### config.mk
export PLATFORM = sky130hd
export DESIGN_NAME = timer_regif
export DESIGN_NICKNAME = d
export VERILOG_FILES = /design/src/rtl/timer_regif_pkg.sv /design/src/rtl/timer_regif_ctrl.sv /design/src/rtl/timer_regif_data.sv /design/src/rtl/timer_regif.sv
export SDC_FILE = /design/constraint.sdc
export NUM_CORES = 1
export LEC_CHECK = 0
export ABC_AREA = 1
export BUFFER_PORTS_ARGS = -buffer_cell sky130_fd_sc_hd__buf_4
export CELL_PAD_IN_SITES_DETAIL_PLACEMENT = 0
export CELL_PAD_IN_SITES_GLOBAL_PLACEMENT = 1
export CORE_UTILIZATION = 46
export CTS_BUF_LIST = sky130_fd_sc_hd__clkbuf_4 sky130_fd_sc_hd__clkbuf_8
export DETAILED_ROUTE_END_ITERATION = 10
export PLACE_DENSITY_LB_ADDON = 0.05
export SETUP_SLACK_MARGIN = 0.2
export SYNTH_ARGS = -nofsm -noshare
export SYNTH_HDL_FRONTEND = slang
export SYNTH_HIERARCHICAL = 1
export SYNTH_SLANG_ARGS = --single-unit
### constraint.sdc
create_clock -name clk -period 4.9 [get_ports clk]
set_input_delay 0.735 -clock clk [delete_from_list [all_inputs] [get_ports clk]]
set_output_delay 0.735 -clock clk [all_outputs]
set_load 0.005 [all_outputs]
### src/rtl/timer_regif_pkg.sv
package timer_regif_pkg;
  localparam int BW  = 8;
  localparam int CW  = 2 * BW;
  localparam int AW  = 2;
  localparam int NCH = (1 << AW) - 1;
  localparam int MW  = 3;

  typedef enum logic [1:0] {
    ACC_LATCH = 2'b00,
    ACC_LO    = 2'b01,
    ACC_HI    = 2'b10,
    ACC_LOHI  = 2'b11
  } acc_e;

  typedef struct packed {
    logic ctrlWr;
    logic cntLatch;
    logic stsLatch;
    logic dataWr;
    logic dataRd;
  } chStrb_t;
endpackage

### src/rtl/timer_regif_ctrl.sv
module timer_regif_ctrl
  import timer_regif_pkg::*;
(
  input  logic [AW-1:0]          addr,
  input  logic                   wrEn,
  input  logic [BW-1:1]          cmd,
  input  logic                   rdEn,
  output chStrb_t [NCH-1:0]      strb
);
  logic ctrlSel;
  logic isReadBack;

  assign ctrlSel    = wrEn && (addr == AW'(NCH));
  assign isReadBack = ctrlSel && (cmd[7:6] == 2'b11);

  always_comb begin
    for (int c = 0; c < NCH; c++) begin
      logic hit;
      logic rbSel;
      hit   = ctrlSel && (cmd[7:6] == 2'(c));
      rbSel = isReadBack && cmd[c+1];
      strb[c].ctrlWr   = hit && (cmd[5:4] != ACC_LATCH);
      strb[c].cntLatch = (hit && (cmd[5:4] == ACC_LATCH)) || (rbSel && !cmd[5]);
      strb[c].stsLatch = rbSel && !cmd[4];
      strb[c].dataWr   = wrEn && (addr == AW'(c));
      strb[c].dataRd   = rdEn && (addr == AW'(c));
    end
  end
endmodule

### src/rtl/timer_regif_data.sv
module timer_regif_data
  import timer_regif_pkg::*;
(
  input  logic                 clk,
  input  logic                 rstN,
  input  chStrb_t [NCH-1:0]    strb,
  input  logic [BW-1:0]        wrData,
  input  logic [AW-1:0]        addr,
  input  logic [NCH*CW-1:0]    chLive,
  input  logic [NCH-1:0]       chOut,
  input  logic [NCH-1:0]       chLoaded,
  output logic [NCH*CW-1:0]    chCount,
  output logic [NCH-1:0]       chLoad,
  output logic [NCH*MW-1:0]    chMode,
  output logic [NCH-1:0]       chBcd,
  output logic [BW-1:0]        rdData
);
  logic [BW-1:0] rdByte [NCH];

  for (genvar c = 0; c < NCH; c++) begin : g_ch
    chStrb_t        s;
    acc_e           acc;
    logic [MW-1:0]  mode;
    logic           bcd;
    logic           wrHi;
    logic           rdHi;
    logic [BW-1:0]  wrHold;
    logic           cntLat;
    acc_e           latAcc;
    logic           latHi;
    logic [CW-1:0]  latVal;
    logic           stsLat;
    logic [BW-1:0]  stsVal;
    logic           nullCnt;
    logic [CW-1:0]  cntReg;
    logic           loadReg;
    logic [CW-1:0]  live;
    logic           loadNow;
    logic [CW-1:0]  loadVal;
    logic [MW-1:0]  newMode;
    logic           liveRead;

    assign s    = strb[c];
    assign live = chLive[c*CW +: CW];

    // Mode codes 6 and 7 alias onto 2 and 3.
    assign newMode = (wrData[3] && wrData[2]) ? {1'b0, wrData[2:1]} : wrData[3:1];
    assign liveRead = s.dataRd && !stsLat && !cntLat;

    always_comb begin
      loadNow = 1'b0;
      loadVal = '0;
      if (s.dataWr) begin
        case (acc)
          ACC_LO: begin
            loadNow = 1'b1;
            loadVal = {{BW{1'b0}}, wrData};
          end
          ACC_HI: begin
            loadNow = 1'b1;
            loadVal = {wrData, {BW{1'b0}}};
          end
          ACC_LOHI: begin
            loadNow = wrHi;
            loadVal = {wrData, wrHold};
          end
          default: ;
        endcase
      end
    end

    always_comb begin
      if (stsLat) begin
        rdByte[c] = stsVal;
      end else if (cntLat) begin
        case (latAcc)
          ACC_LO:  rdByte[c] = latVal[BW-1:0];
          ACC_HI:  rdByte[c] = latVal[CW-1:BW];
          default: rdByte[c] = latHi ? latVal[CW-1:BW] : latVal[BW-1:0];
        endcase
      end else begin
        case (acc)
          ACC_LO:  rdByte[c] = live[BW-1:0];
          ACC_HI:  rdByte[c] = live[CW-1:BW];
          default: rdByte[c] = rdHi ? live[CW-1:BW] : live[BW-1:0];
        endcase
      end
    end

    always_ff @(posedge clk) begin
      if (!rstN) begin
        acc     <= ACC_LOHI;
        mode    <= '0;
        bcd     <= 1'b0;
        wrHi    <= 1'b0;
        rdHi    <= 1'b0;
        wrHold  <= '0;
        cntLat  <= 1'b0;
        latAcc  <= ACC_LOHI;
        latHi   <= 1'b0;
        latVal  <= '0;
        stsLat  <= 1'b0;
        stsVal  <= '0;
        nullCnt <= 1'b0;
        cntReg  <= '0;
        loadReg <= 1'b0;
      end else begin
        loadReg <= loadNow;
        if (loadNow) cntReg <= loadVal;

        if (s.ctrlWr) begin
          acc  <= acc_e'(wrData[5:4]);
          mode <= newMode;
          bcd  <= wrData[0];
          wrHi <= 1'b0;
          rdHi <= 1'b0;
        end else begin
          if (s.dataWr && acc == ACC_LOHI) begin
            wrHi <= !wrHi;
            if (!wrHi) wrHold <= wrData;
          end
          if (liveRead && acc == ACC_LOHI) rdHi <= !rdHi;
        end

        // Setting takes precedence over the transfer acknowledge.
        if (s.ctrlWr || loadNow) nullCnt <= 1'b1;
        else if (chLoaded[c])    nullCnt <= 1'b0;

        if (s.cntLatch && !cntLat) begin
          cntLat <= 1'b1;
          latVal <= live;
          latAcc <= acc;
          latHi  <= 1'b0;
        end else if (s.dataRd && !stsLat && cntLat) begin
          if (latAcc == ACC_LOHI && !latHi) latHi  <= 1'b1;
          else                              cntLat <= 1'b0;
        end

        if (s.stsLatch && !stsLat) begin
          stsLat <= 1'b1;
          stsVal <= {chOut[c], nullCnt, acc, mode, bcd};
        end else if (s.dataRd && stsLat) begin
          stsLat <= 1'b0;
        end
      end
    end

    assign chCount[c*CW +: CW] = cntReg;
    assign chLoad[c]           = loadReg;
    assign chMode[c*MW +: MW]  = mode;
    assign chBcd[c]            = bcd;
  end

  always_comb begin
    rdData = '0;
    for (int c = 0; c < NCH; c++) begin
      if (addr == AW'(c)) rdData = rdByte[c];
    end
  end
endmodule

### src/rtl/timer_regif.sv
module timer_regif
  import timer_regif_pkg::*;
(
  input  logic                 clk,
  input  logic                 rstN,
  input  logic [AW-1:0]        addr,
  input  logic                 wrEn,
  input  logic [BW-1:0]        wrData,
  input  logic                 rdEn,
  output logic [BW-1:0]        rdData,
  output logic [NCH*CW-1:0]    chCount,
  output logic [NCH-1:0]       chLoad,
  output logic [NCH*MW-1:0]    chMode,
  output logic [NCH-1:0]       chBcd,
  input  logic [NCH*CW-1:0]    chLive,
  input  logic [NCH-1:0]       chOut,
  input  logic [NCH-1:0]       chLoaded
);
  chStrb_t [NCH-1:0] strb;

  timer_regif_ctrl u_ctrl (
    .addr   (addr),
    .wrEn   (wrEn),
    .cmd    (wrData[BW-1:1]),
    .rdEn   (rdEn),
    .strb   (strb)
  );

  timer_regif_data u_data (
    .clk      (clk),
    .rstN     (rstN),
    .strb     (strb),
    .wrData   (wrData),
    .addr     (addr),
    .chLive   (chLive),
    .chOut    (chOut),
    .chLoaded (chLoaded),
    .chCount  (chCount),
    .chLoad   (chLoad),
    .chMode   (chMode),
    .chBcd    (chBcd),
    .rdData   (rdData)
  );
endmodule

# After elaboration in Yosys (flattened, before gate mapping)
# Cells that the tools add are included.
dict set report totals {
  regBits 189
  input_bits 68
  out_inout_bits 71
  elab_cells 242
}
dict set report classes {
  eq_ne 27
  n_mux 55
  n_bitwise 7
  n_reduce_logical 108
}
# operator count
set ops {}
lappend ops {{16-bit case mux with 3 select lines} 3}
lappend ops {{8-bit two-way mux} 15}
lappend ops {{8-bit case mux with 2 select lines} 6}
lappend ops {{1-bit logical AND} 54}
lappend ops {{16-bit two-way mux} 3}
lappend ops {{2-bit == test, second input constant} 16}
lappend ops {{1-bit two-way mux} 24}
lappend ops {{2-bit nonzero test} 10}
lappend ops {{2-bit OR reduction} 9}
lappend ops {{1-bit zero test} 17}
lappend ops {{2-bit by 1-bit == test with 1-bit output, second input constant} 8}
lappend ops {{2-bit AND reduction} 6}
lappend ops {{3-bit AND reduction} 3}
lappend ops {{1-bit NOT} 7}
lappend ops {{2-bit zero test} 3}
lappend ops {{1-bit logical OR} 6}
lappend ops {{2-bit by 1-bit != test with 1-bit output, second input constant} 3}
lappend ops {{1-bit case mux with 2 select lines} 3}
lappend ops {{3-bit two-way mux} 1}

# Depth between registers and ports, before layout
dict set report depth {
  depth_word 9
  ltp_mapped 11
  ltp_nobuf 10
}

# Cells and area by module
# Netlist, hierarchy kept.
# module n_inst cells_each area_per_inst_um2 seq_area_each_um2
set by_module_without_submodules {}
lappend by_module_without_submodules {timer_regif_data 1 1395 9504.1 3783.6}
lappend by_module_without_submodules {timer_regif_ctrl 1 43 206.4 0.0}

# Worst setup path before layout
# OpenSTA, ideal clock, no wires.
dict set report synth_timing {
  kind {reg-to-output}
  startpoint {register u_data.g_ch[1].acc[1]}
  endpoint {output rdData[6]}
  t_arrival_ps 1655
  required_time_ps 4165
  setup_slack_ps 2510
  path_stages_with_launch 11
  path_buffers 2
  cell_sequence {dfxtp_1 > clkbuf_1 > inv_1 > ha_1 > buf_4 > inv_1 > nand3_1 > nand3_1 > nand3_1 > nand2_1 > nand3_1}
}
dict set report synth_via {
  elab_chain_cells 6
  word_cells_on_any_way 7
  cone_classes {2 x eq/ne; 5 x mux}
}
# item line_no
set synth_rtl {}
lappend synth_rtl {{from (decl)} timer_regif_data.sv:22} ;# acc_e acc;
lappend synth_rtl {{from (signal assigned)} timer_regif_data.sv:112} ;# acc <= acc_e'(wrData[5:4]);
lappend synth_rtl {{2-bit == test or 2-bit by 1-bit == test with 1-bit output (tied branches)} timer_regif_data.sv:82} ;# case (acc)
lappend synth_rtl {{8-bit case mux with 2 select lines (*)} timer_regif_data.sv:82}
lappend synth_rtl {{8-bit two-way mux (*)} timer_regif_data.sv:75} ;# end else if (cntLat) begin
lappend synth_rtl {{8-bit two-way mux (*)} timer_regif_data.sv:73} ;# if (stsLat) begin
lappend synth_rtl {{8-bit two-way mux (*) (2 in a row)} timer_regif_data.sv:157} ;# if (addr == AW'(c)) rdData = rdByte[c];
lappend synth_rtl {{to (decl)} timer_regif.sv:10} ;# output logic [BW-1:0] rdData,
# Every way passes the cells marked *; elsewhere a longest branch is shown, timed or not.

# Final worst setup path
dict set report layout_timing {
  startpoint {register u_data.g_ch[1].acc[1]}
  endpoint {output rdData[1]}
}
# The elaborated chain is that of the path after synthesis.

==> impl_metrics.ini <==
[grt]
grt_overflow = 0
grt_max_degree = 72
grt_pass1_vias = 8660
grt_antenna_before_repair = 0
grtUsageTotal = 0.274
grt_pass1_wl_um = 46500

[clocking]
htree_levels = 4
numCtsBuffers = 17
root_buffer = clkbuf_8
cts_setup_buffers = 0
tritoncts = yes
insertion_delay_ps = 490
ctsResizeCount = 0
cts_buffer_depth = 2
cts_hold_buf = 0
cts.clk_slew.worst_paths_ps = 120
clock-sinks = 189

[cells_and_area]
layout_common_cells = nand2_1, nand3_1, dfxtp_1
diodes = 0
layout_commonest_cell = nand2_1
fill_cells = 2126
areaGrowthSynthToFinish_pct = 13.6
drive_above_1_share = 0.148
layout.nets = 1601

[synth]
avgSynthCellArea_um2 = 6.75
synthArstFlopShare = 0
ys_seq_area_frac = 0.390
synth_area_um2 = 9710
synth_edf_count = 0
synth_fp_nets = 1527
yosysWarnings = 6
syn_inst = 1438
synth_cell_type_count = 38
ys_ff_latch = 189
synth_flop_cell = dfxtp_1

[sta]
tns_ps = 0
timing.final.crit_period_ps = 3400
worst_slew_pin_slew_ps = 895
setup_viol = 0
whs_ps = 464
post-route-period-util = 0.694
setup_ws_ps = 1500
fin_skew_ps = 22.7
timing_hold_violations_final = 0
fmax_mhz = 294
rsz0062_at_grt = false
slew_headroom = 0.399
report.final.slew_viol_count = 0

[placed_design]
pre_cts_slack_ps = 2050
numPortBuffers = 138
dp_hpwl_um = 20800
gp_congestion = 0.892

[floorplanning]
die_h_um = 147
num_rows = 52
die-area_um2 = 21700
design.core.area_um2 = 20500
ioPinCount = 139
initial_core_util = 0.474
die_w_um = 147

[drt]
vias = 9603
viasPerCell = 5.35
ant_nets = 0
avgRoutedWirePerCell_um = 16.4
drc = 0
drt_pre_antenna_iters = 5
drt-total-wl_um = 29400
drt_iter0_drc = 774

[setup_path]
critPathMostFrequentCell = nand3_1
cp_data_arrival_time_ps = 2670
crit_buf_inv = 3
start_kind = flip-flop
cp_top_family = flip-flops
required_ps = 4160
crit_chain = inv_1, ha_1, inv_1, nand3_1, nand3_1, nand3_1, nand2_1, nand3_1, buf_4
critPathSlowestCell = dfxtp_1
worstPathMaxFanout = 11
max_stage_delay_ps = 620
worst-r2r-setup-slack_ps = 2490
end_kind = output pin
worstSetupPathType = flip-flop to output pin

[pwr]
internal-power_w = 0.00211
switching_share = 0.309
power_w = 0.00305
vdd_drop_max_v = 0.000145
p_comb_frac = 0.115
p_switching_w = 0.000942
p_seq_frac = 0.520
p_leak_nw = 4.90
power_density_nw_per_um2 = 277
p_clk_frac = 0.365

[outcome]
status = finished, final reports clean

[job]
cap_violations = 0

[hold_path]
hold_path_class = flip-flop to flip-flop
-- path summary, 6_finish.rpt --
kind	start	endpoint	cells after the start
max	u_data/g_ch[1].acc[1]	rdData[1]	9
min	u_data/g_ch[0].cntReg[2]	u_data/g_ch[0].cntReg[2]	2
min reg2reg	u_data/g_ch[0].cntReg[2]	u_data/g_ch[0].cntReg[2]	2
max reg2reg	u_data/g_ch[1].acc[1]	u_data/g_ch[1].cntReg[11]	8
-- cell usage after synthesis, drive strengths merged (10+ instances only) --
cell / instances / area (um2)
nand2: 333 / 1290
nand3: 203 / 1030
nor2: 192 / 752
dfxtp: 189 / 3780
o21ai: 179 / 937
inv: 107 / 404
a21oi: 84 / 439
buf: 55 / 393
clkbuf: 30 / 115
ha: 21 / 263
nor3: 10 / 65.1
o22ai: 10 / 62.6
-- power groups by stage --
stage                     logic (W)  registers (W)  clock network (W)
after CTS                  0.000349        0.00159            0.00114
after floorplan            0.000212        0.00161                  0
after global routing       0.000389        0.00159            0.00121
final                      0.000350        0.00159            0.00111
after global placement     0.000346        0.00162                  0
after detailed placement   0.000348        0.00162                  0
-- tightest hold or removal path, stage by stage, from the launching register on --
cell and delay (ps):
dfxtp_1 330, inv_1 50, a21oi_1 50
-- final cells by class --
type / instances / area, um2 / share of cell area
clock inverters: 15 / 204 / 0.0185
clock buffers: 17 / 234 / 0.0212
repair buffers: 140 / 1050 / 0.0953
inverters: 111 / 429 / 0.0389
well taps: 270 / 338 / 0.0306
flip-flops and latches: 189 / 3780 / 0.343
multi-input cells: 1053 / 4990 / 0.452
-- layer usage --
metal,vias to the layer above,GRT usage,part of all wire
li1,4836,-,-
met1,4422,0.376,0.46
met2,315,0.435,0.46
met3,30,0.0460,0.068
met4,0,0.0871,0.018
met5,-,0,0
-- kinds of logic after synthesis --
kind of cell             after synthesis  synth area share
AO/OA/AOI/OAI                        279             0.153
XOR/XNOR                               2           0.00180
adder cells (fa/ha/maj)               21            0.0271
buffers and inverters                196            0.0965
flip-flops                           189             0.390
AND/OR/NAND/NOR                      751             0.332
-- stage by stage --
stage / cell area (um2) / std cells / util
finish: 11000 / 1795 / 0.538
global route: 11000 / 1795 / 0.538
CTS: 11000 / 1795 / 0.538
detailed placement: 10600 / 1763 / 0.517
global placement: 10600 / 1763 / 0.517
floorplan: 9710 / 1438 / -
-- flip-flops by register name, indices dropped and copies added (netlist names) --
register / flops
u_data/g_ch.bcd: 3
u_data/g_ch.stsLat: 3
u_data/g_ch.mode: 9
u_data/g_ch.cntLat: 3
u_data/g_ch.stsVal: 24
u_data/g_ch.nullCnt: 3
u_data/g_ch.cntReg: 48
u_data/g_ch.rdHi: 3
u_data/g_ch.wrHi: 3
u_data/g_ch.loadReg: 3
u_data/g_ch.latHi: 3
u_data/g_ch.latVal: 48
u_data/g_ch.acc: 6
u_data/g_ch.latAcc: 6
u_data/g_ch.wrHold: 24
(Power assumes the default switching activity.)
